$ cat src/rtl/puf_seq_pkg.sv
package puf_seq_pkg;
  typedef enum logic [2:0] {
    SEQ_IDLE      = 3'd0,
    SEQ_LOAD_HOLD = 3'd1,
    SEQ_RUN       = 3'd2,
    SEQ_CAPTURE   = 3'd3,
    SEQ_DONE      = 3'd4
  } seq_state_t;
endpackage

$ cat src/rtl/puf_hold_timer.sv
module puf_hold_timer #(
  parameter int HW = 8
) (
  input  logic          clk,
  input  logic          rst_n,
  input  logic          clear,
  input  logic          count_en,
  input  logic [HW-1:0] limit,
  output logic          expired
);
  // zero hold behaves as a single cycle
  function automatic logic [HW-1:0] eff_len(input logic [HW-1:0] l);
    return (l == '0) ? HW'(1) : l;
  endfunction

  logic [HW-1:0] cnt_q;

  always_ff @(posedge clk or negedge rst_n) begin
    if (!rst_n)        cnt_q <= '0;
    else if (clear)    cnt_q <= '0;
    else if (count_en) cnt_q <= cnt_q + 1'b1;
  end

  assign expired = count_en && (cnt_q == eff_len(limit) - HW'(1));
endmodule

$ cat src/rtl/puf_tap_line.sv
module puf_tap_line #(
  parameter int TAPS = 16,
  parameter int TW   = 4
) (
  input  logic          clk,
  input  logic          rst_n,
  input  logic          launch,
  input  logic          flush,
  input  logic [TW-1:0] tap_sel,
  output logic          fire
);
  logic [TAPS-1:0] stage_q;
  logic [TAPS-1:0] stage_d;
  logic [TW-1:0]   sel;

  // each stage stands for one inverter pair
  for (genvar gi = 0; gi < TAPS; gi++) begin : g_stage
    if (gi == 0) begin : g_head
      assign stage_d[gi] = flush ? 1'b0 : launch;
    end else begin : g_body
      assign stage_d[gi] = flush ? 1'b0 : stage_q[gi-1];
    end
  end

  always_ff @(posedge clk or negedge rst_n) begin
    if (!rst_n) stage_q <= '0;
    else        stage_q <= stage_d;
  end

  assign sel  = (int'(tap_sel) > TAPS - 1) ? TW'(TAPS - 1) : tap_sel;
  assign fire = stage_q[sel];
endmodule

$ cat src/rtl/puf_fixpoint_check.sv
module puf_fixpoint_check #(
  parameter int N = 32
) (
  input  logic [N-1:0] resp,
  input  logic         phase,
  output logic         mismatch
);
  assign mismatch = (resp != {N{phase}});
endmodule

$ cat src/rtl/puf_capture_seq.sv
module puf_capture_seq #(
  parameter int N    = 32,
  parameter int TAPS = 16,
  parameter int HW   = 8,
  localparam int TW  = $clog2(TAPS)
) (
  input  logic          clk,
  input  logic          rst_n,
  input  logic          start_i,
  input  logic          selftest_i,
  input  logic [N-1:0]  challenge_i,
  input  logic [HW-1:0] hold_cycles_i,
  input  logic [TW-1:0] tap_sel_i,
  input  logic [N-1:0]  net_state_i,
  output logic          net_hold_o,
  output logic [N-1:0]  net_challenge_o,
  output logic [N-1:0]  response_o,
  output logic          done_o,
  output logic          busy_o,
  output logic          fault_o
);
  import puf_seq_pkg::*;

  function automatic logic is_fixed_pattern(input logic [N-1:0] v);
    return (v == '0) || (v == '1);
  endfunction

  seq_state_t    state_q, state_d;
  logic [N-1:0]  chal_q, resp_q;
  logic [HW-1:0] hold_q;
  logic [TW-1:0] tap_q;
  logic          fault_q, st_mode_q, st_phase_q;

  // named internal events
  logic accept_st, accept_q, release_evt, capture_evt, st_restart;
  logic hold_expired, tap_fire, st_mismatch, st_active;

  assign accept_st   = (state_q == SEQ_IDLE) && selftest_i;
  assign accept_q    = (state_q == SEQ_IDLE) && !selftest_i && start_i
                       && !is_fixed_pattern(challenge_i);
  assign release_evt = (state_q == SEQ_LOAD_HOLD) && hold_expired;
  assign capture_evt = (state_q == SEQ_RUN) && tap_fire;
  assign st_restart  = (state_q == SEQ_CAPTURE) && st_mode_q && !st_phase_q;
  assign st_active   = st_mode_q;

  puf_hold_timer #(.HW(HW)) timer_i (
    .clk      (clk),
    .rst_n    (rst_n),
    .clear    (accept_st || accept_q || st_restart),
    .count_en (state_q == SEQ_LOAD_HOLD),
    .limit    (hold_q),
    .expired  (hold_expired)
  );

  puf_tap_line #(.TAPS(TAPS), .TW(TW)) line_i (
    .clk     (clk),
    .rst_n   (rst_n),
    .launch  (release_evt),
    .flush   (capture_evt),
    .tap_sel (tap_q),
    .fire    (tap_fire)
  );

  puf_fixpoint_check #(.N(N)) fix_i (
    .resp     (resp_q),
    .phase    (st_phase_q),
    .mismatch (st_mismatch)
  );

  always_comb begin
    state_d = state_q;
    unique case (state_q)
      SEQ_IDLE:      if (accept_st || accept_q) state_d = SEQ_LOAD_HOLD;
      SEQ_LOAD_HOLD: if (release_evt) state_d = SEQ_RUN;
      SEQ_RUN:       if (capture_evt) state_d = SEQ_CAPTURE;
      SEQ_CAPTURE:   state_d = st_restart ? SEQ_LOAD_HOLD : SEQ_DONE;
      SEQ_DONE:      state_d = SEQ_IDLE;
      default:       state_d = SEQ_IDLE;
    endcase
  end

  always_ff @(posedge clk or negedge rst_n) begin
    if (!rst_n) begin
      state_q    <= SEQ_IDLE;
      chal_q     <= '0;
      resp_q     <= '0;
      hold_q     <= '0;
      tap_q      <= '0;
      fault_q    <= 1'b0;
      st_mode_q  <= 1'b0;
      st_phase_q <= 1'b0;
    end else begin
      state_q <= state_d;
      if (accept_st) begin
        chal_q     <= '0;
        st_mode_q  <= 1'b1;
        st_phase_q <= 1'b0;
        fault_q    <= 1'b0;
        hold_q     <= hold_cycles_i;
        tap_q      <= tap_sel_i;
      end else if (accept_q) begin
        chal_q    <= challenge_i;
        st_mode_q <= 1'b0;
        hold_q    <= hold_cycles_i;
        tap_q     <= tap_sel_i;
      end
      if (capture_evt) resp_q <= net_state_i;
      if ((state_q == SEQ_CAPTURE) && st_mode_q) begin
        if (st_mismatch) fault_q <= 1'b1;
        if (!st_phase_q) begin
          st_phase_q <= 1'b1;
          chal_q     <= '1;
        end
      end
      if (state_q == SEQ_DONE) st_mode_q <= 1'b0;
    end
  end

  assign net_hold_o      = (state_q != SEQ_RUN);
  assign net_challenge_o = chal_q;
  assign response_o      = resp_q;
  assign done_o          = (state_q == SEQ_DONE);
  assign busy_o          = (state_q != SEQ_IDLE);
  assign fault_o         = fault_q;
endmodule

$ cat config.mk
export PLATFORM = sky130hd
export DESIGN_NAME = puf_capture_seq
export DESIGN_NICKNAME = d
export VERILOG_FILES = /design/src/rtl/puf_seq_pkg.sv /design/src/rtl/puf_hold_timer.sv /design/src/rtl/puf_tap_line.sv /design/src/rtl/puf_fixpoint_check.sv /design/src/rtl/puf_capture_seq.sv
export SDC_FILE = /design/constraint.sdc
export NUM_CORES = 1
export LEC_CHECK = 0
export ABC_AREA = 1
export CAP_MARGIN = 20
export CORE_ASPECT_RATIO = 0.7
export CORE_UTILIZATION = 48
export CTS_CLUSTER_DIAMETER = 150
export DETAILED_ROUTE_END_ITERATION = 10
export GPL_TIMING_DRIVEN = 0
export PLACE_DENSITY = 0.8
export SLEW_MARGIN = 20
export SYNTH_ARGS = -nofsm -noshare
export SYNTH_HDL_FRONTEND = slang
export SYNTH_SLANG_ARGS = --single-unit
$ cat constraint.sdc
create_clock -name clk -period 2.7 [get_ports clk]
set_input_delay 0.405 -clock clk [delete_from_list [all_inputs] [get_ports clk]]
set_output_delay 0.405 -clock clk [all_outputs]
set_load 0.03 [all_outputs]
==> reports/metrics.csv, run 1 <==
stage,metric,value,unit
status,status,finished clean,
cells_and_area,fin_nets,900,
placement,numPortBuffers,147,
power_and_ir_drop,p_leak,3.45,nW
synthesis,ys_top_cells_by_area,"dfrtp_1, nand2_1, o21ai_1",
route,drc,0,
sta,finClkSkew,7.38,ps
sta,worst_pin_slew,443,ps
grt,grt_max_degree,62,
synthesis,synth_top_area_share,50.6,%
sta,timing.fmax,430,MHz
clock_network,ctsResizeCount,0,
sta,post-route-worst-setup-slack,372,ps
power_and_ir_drop,ir_drop,0.000678,V
die,core-area,0.0105,sq mm
sta,final_max_slew_viol_count,0,
sta,finalCriticalPeriod,2330,ps
route,vias,4918,
sta,slew_headroom,70.5,%
cells_and_area,insertedDiodeCount,0,
cells_and_area,drive_gt1_share,8.38,%
placement,place_ws,447,ps
sta,whs,487,ps
die,die_y,89.5,um
sta,finalSetupViolations,0,
synthesis,async_reset_ff_share,100,%
die,initial_core_util,50.1,%
synthesis,yosysMostFrequentCell,nand2_1,
setup_path,cp_max_fo,8,
synthesis,synth_top_area_cell,dfrtp_1,
clock_network,tritoncts,yes,
synthesis,synth_edf_count,0,
route,drt_wl_total,13.9,mm
clock_network,root_buffer,clkbuf_16,
setup_path,worstSetupStartpointType,flip-flop,
route,ant_nets,0,
setup_path,required,2920,ps
route,drt_iter0_markers,433,
clock_network,clockBufferDepth,2,
clock_network,cts.sinks,106,
clock_network,cts_hold_repair.buffers,1,
cells_and_area,fillCellCount,839,
route,wl_per_cell,14.6,um
setup_path,worst-endpoint-arrival,2540,ps
job,cap_viol_max_count,0,
synthesis,avgSynthCellArea,7.97,sq um
hold_path,hp-class,reg2reg,
setup_path,cp-end-kind,flip-flop,
sta,hold_violations,0,
die,io_pins,148,
synthesis,synth_area,0.00525,sq mm
sta,post-route-period-util,86.2,%
cells_and_area,syn2layout_area_growth,37.7,%
synthesis,synth_cell_types,34,
die,row_count,31,
placement,dpl.hpwl,10.5,mm
grt,grt_use_total,25.7,%
power_and_ir_drop,cellPowerDensity,1220,mW/mm^2
grt,grt_pass1_wl,22.7,mm
synthesis,seq_area_frac_synth,50.6,%
synthesis,yosys_warnings,0,
route,firstDrtPassIters,5,
setup_path,criticalPathCategory,reg2reg,
grt,antenna_found_initial,0,
synthesis,netlist_top_cells_count,"nand2_1, dfrtp_1, inv_1",
grt,grt_overflow,0,
clock_network,h-tree-depth,3,
route,drt-vias-per-instance,5.15,
synthesis,syn_inst,658,
die,die-area,0.0114,sq mm
clock_network,clkTransAtPathRegs,70,ps
clock_network,post_cts_buffers,0,
synthesis,synth_seq_cells,106,
grt,first_global_vias,4754,
clock_network,clock_latency,350,ps
synthesis,synthFlopType,dfrtp_1,
placement,gp_congestion,0.847,
die,die_x,127,um
synthesis,synthesis.nets,740,
sta,finalSetupTns,0,ps
clock_network,cts_made_buffers,9,
sta,rsz0062_at_grt,no,
layout by cell type (no fill, tap or decap), types with 3 or more instances in the layout:
master,netlist,routed
o21ai_0,6,6
nor3_1,11,11
nand2_1,192,192
buf_4,6,6
nor4_1,4,4
nand3_2,3,3
buf_2,6,6
inv_1,82,82
buf_6,5,6
o21ai_2,5,5
dfrtp_1,106,106
clkbuf_1,6,6
nor2_2,12,12
nand2_2,3,3
nor2_1,43,43
clkdlybuf4s50_1,0,146
xor2_1,8,8
o211ai_1,6,6
nand4_1,18,18
o21ai_1,75,75
xnor2_1,4,4
a21oi_1,4,4
nand3_1,35,35
clkbuf_16,0,9
layer usage:
layer,GRT usage (%),part of all wire [%],up-vias
met5,0,0,-
met4,6.71,1.1,0
met3,7.06,7.0,16
met2,40.1,45,157
met1,35.7,47,2321
li1,-,-,2424
sequential cells by signal (all words and copies together), names as in the netlist:
| register | cells |
|---|---|
| line_i.stage_q | 16 |
| state_q | 3 |
| timer_i.cnt_q | 8 |
| response_o | 32 |
| hold_q | 8 |
| st_active | 1 |
| tap_q | 4 |
| fault_o | 1 |
| net_challenge_o | 32 |
| st_phase_q | 1 |
through the flow:
stage	utilization (%)	cells	cell area [sq um]	total power [mW]
floorplan	-	658	5250	5.61
global placement	65.7	937	6880	7.24
detailed placement	66.0	938	6910	7.41
CTS	69.0	955	7230	8.79
global route	69.0	955	7230	9.36
finish	69.0	955	7230	8.78
worst paths after layout:
kind / from / endpoint / slack (ps) / cells past startpoint
max in group asynchronous: rst_n / net_challenge_o[15] / 1520 / 3
setup / recovery: hold_q[3] / state_q[0] / 370 / 14
hold / removal: fault_o / fault_o / 490 / 2
min in group asynchronous: rst_n / tap_q[0] / 560 / 2
hold reg to reg: fault_o / fault_o / 490 / 2
setup reg to reg: hold_q[3] / state_q[0] / 370 / 14
cells by family after synthesis:
kind of cell | count (synthesis) | share of synthesized area (%)
adders and majority gates | 2 | 0.477
buffers and inverters | 113 | 9.56
and+or+nand+nor | 325 | 27.0
AOI/OAI and AO/OA | 100 | 10.4
DFF | 106 | 50.6
xor gates and xnor gates | 12 | 2.00
cell type report:
type                            instances  area, sq um  area share (%)
Buffer                                 25          164            2.27
Clock buffer                           10          239            3.31
Clock inverter                          6         65.1           0.900
Inverter                               88          338            4.68
Multi-Input combinational cell        439         2090            29.0
Sequential cell                       106         2650            36.7
Tap cell                              132          165            2.29
Timing Repair Buffer                  149         1510            20.9
power by group:
part           internal [mW]  switching [mW]
Clock                  0.747           0.596
Combinational           1.83            2.81
Sequential              2.25           0.543
Total                   4.83            3.95
critical path, stage by stage (launching register included):
cell	delay (ps)
dfrtp_1	400
inv_1	110
nand2_1	70
nor2_2	180
nand2_2	150
nand2_1	130
inv_1	60
ha_1	270
xnor2_1	190
xor2_1	170
nand3_1	90
nor2_1	90
nand2_1	100
nand2_1	90
o21ai_1	90
No activity file was read; power rests on OpenSTA's default activity.
==> run 2: changes to the inputs <==
CORE_MARGIN = 1   (was unset)
==> results of run 2 <==
Final layout, timing and power as in run 1 (identical DEF).
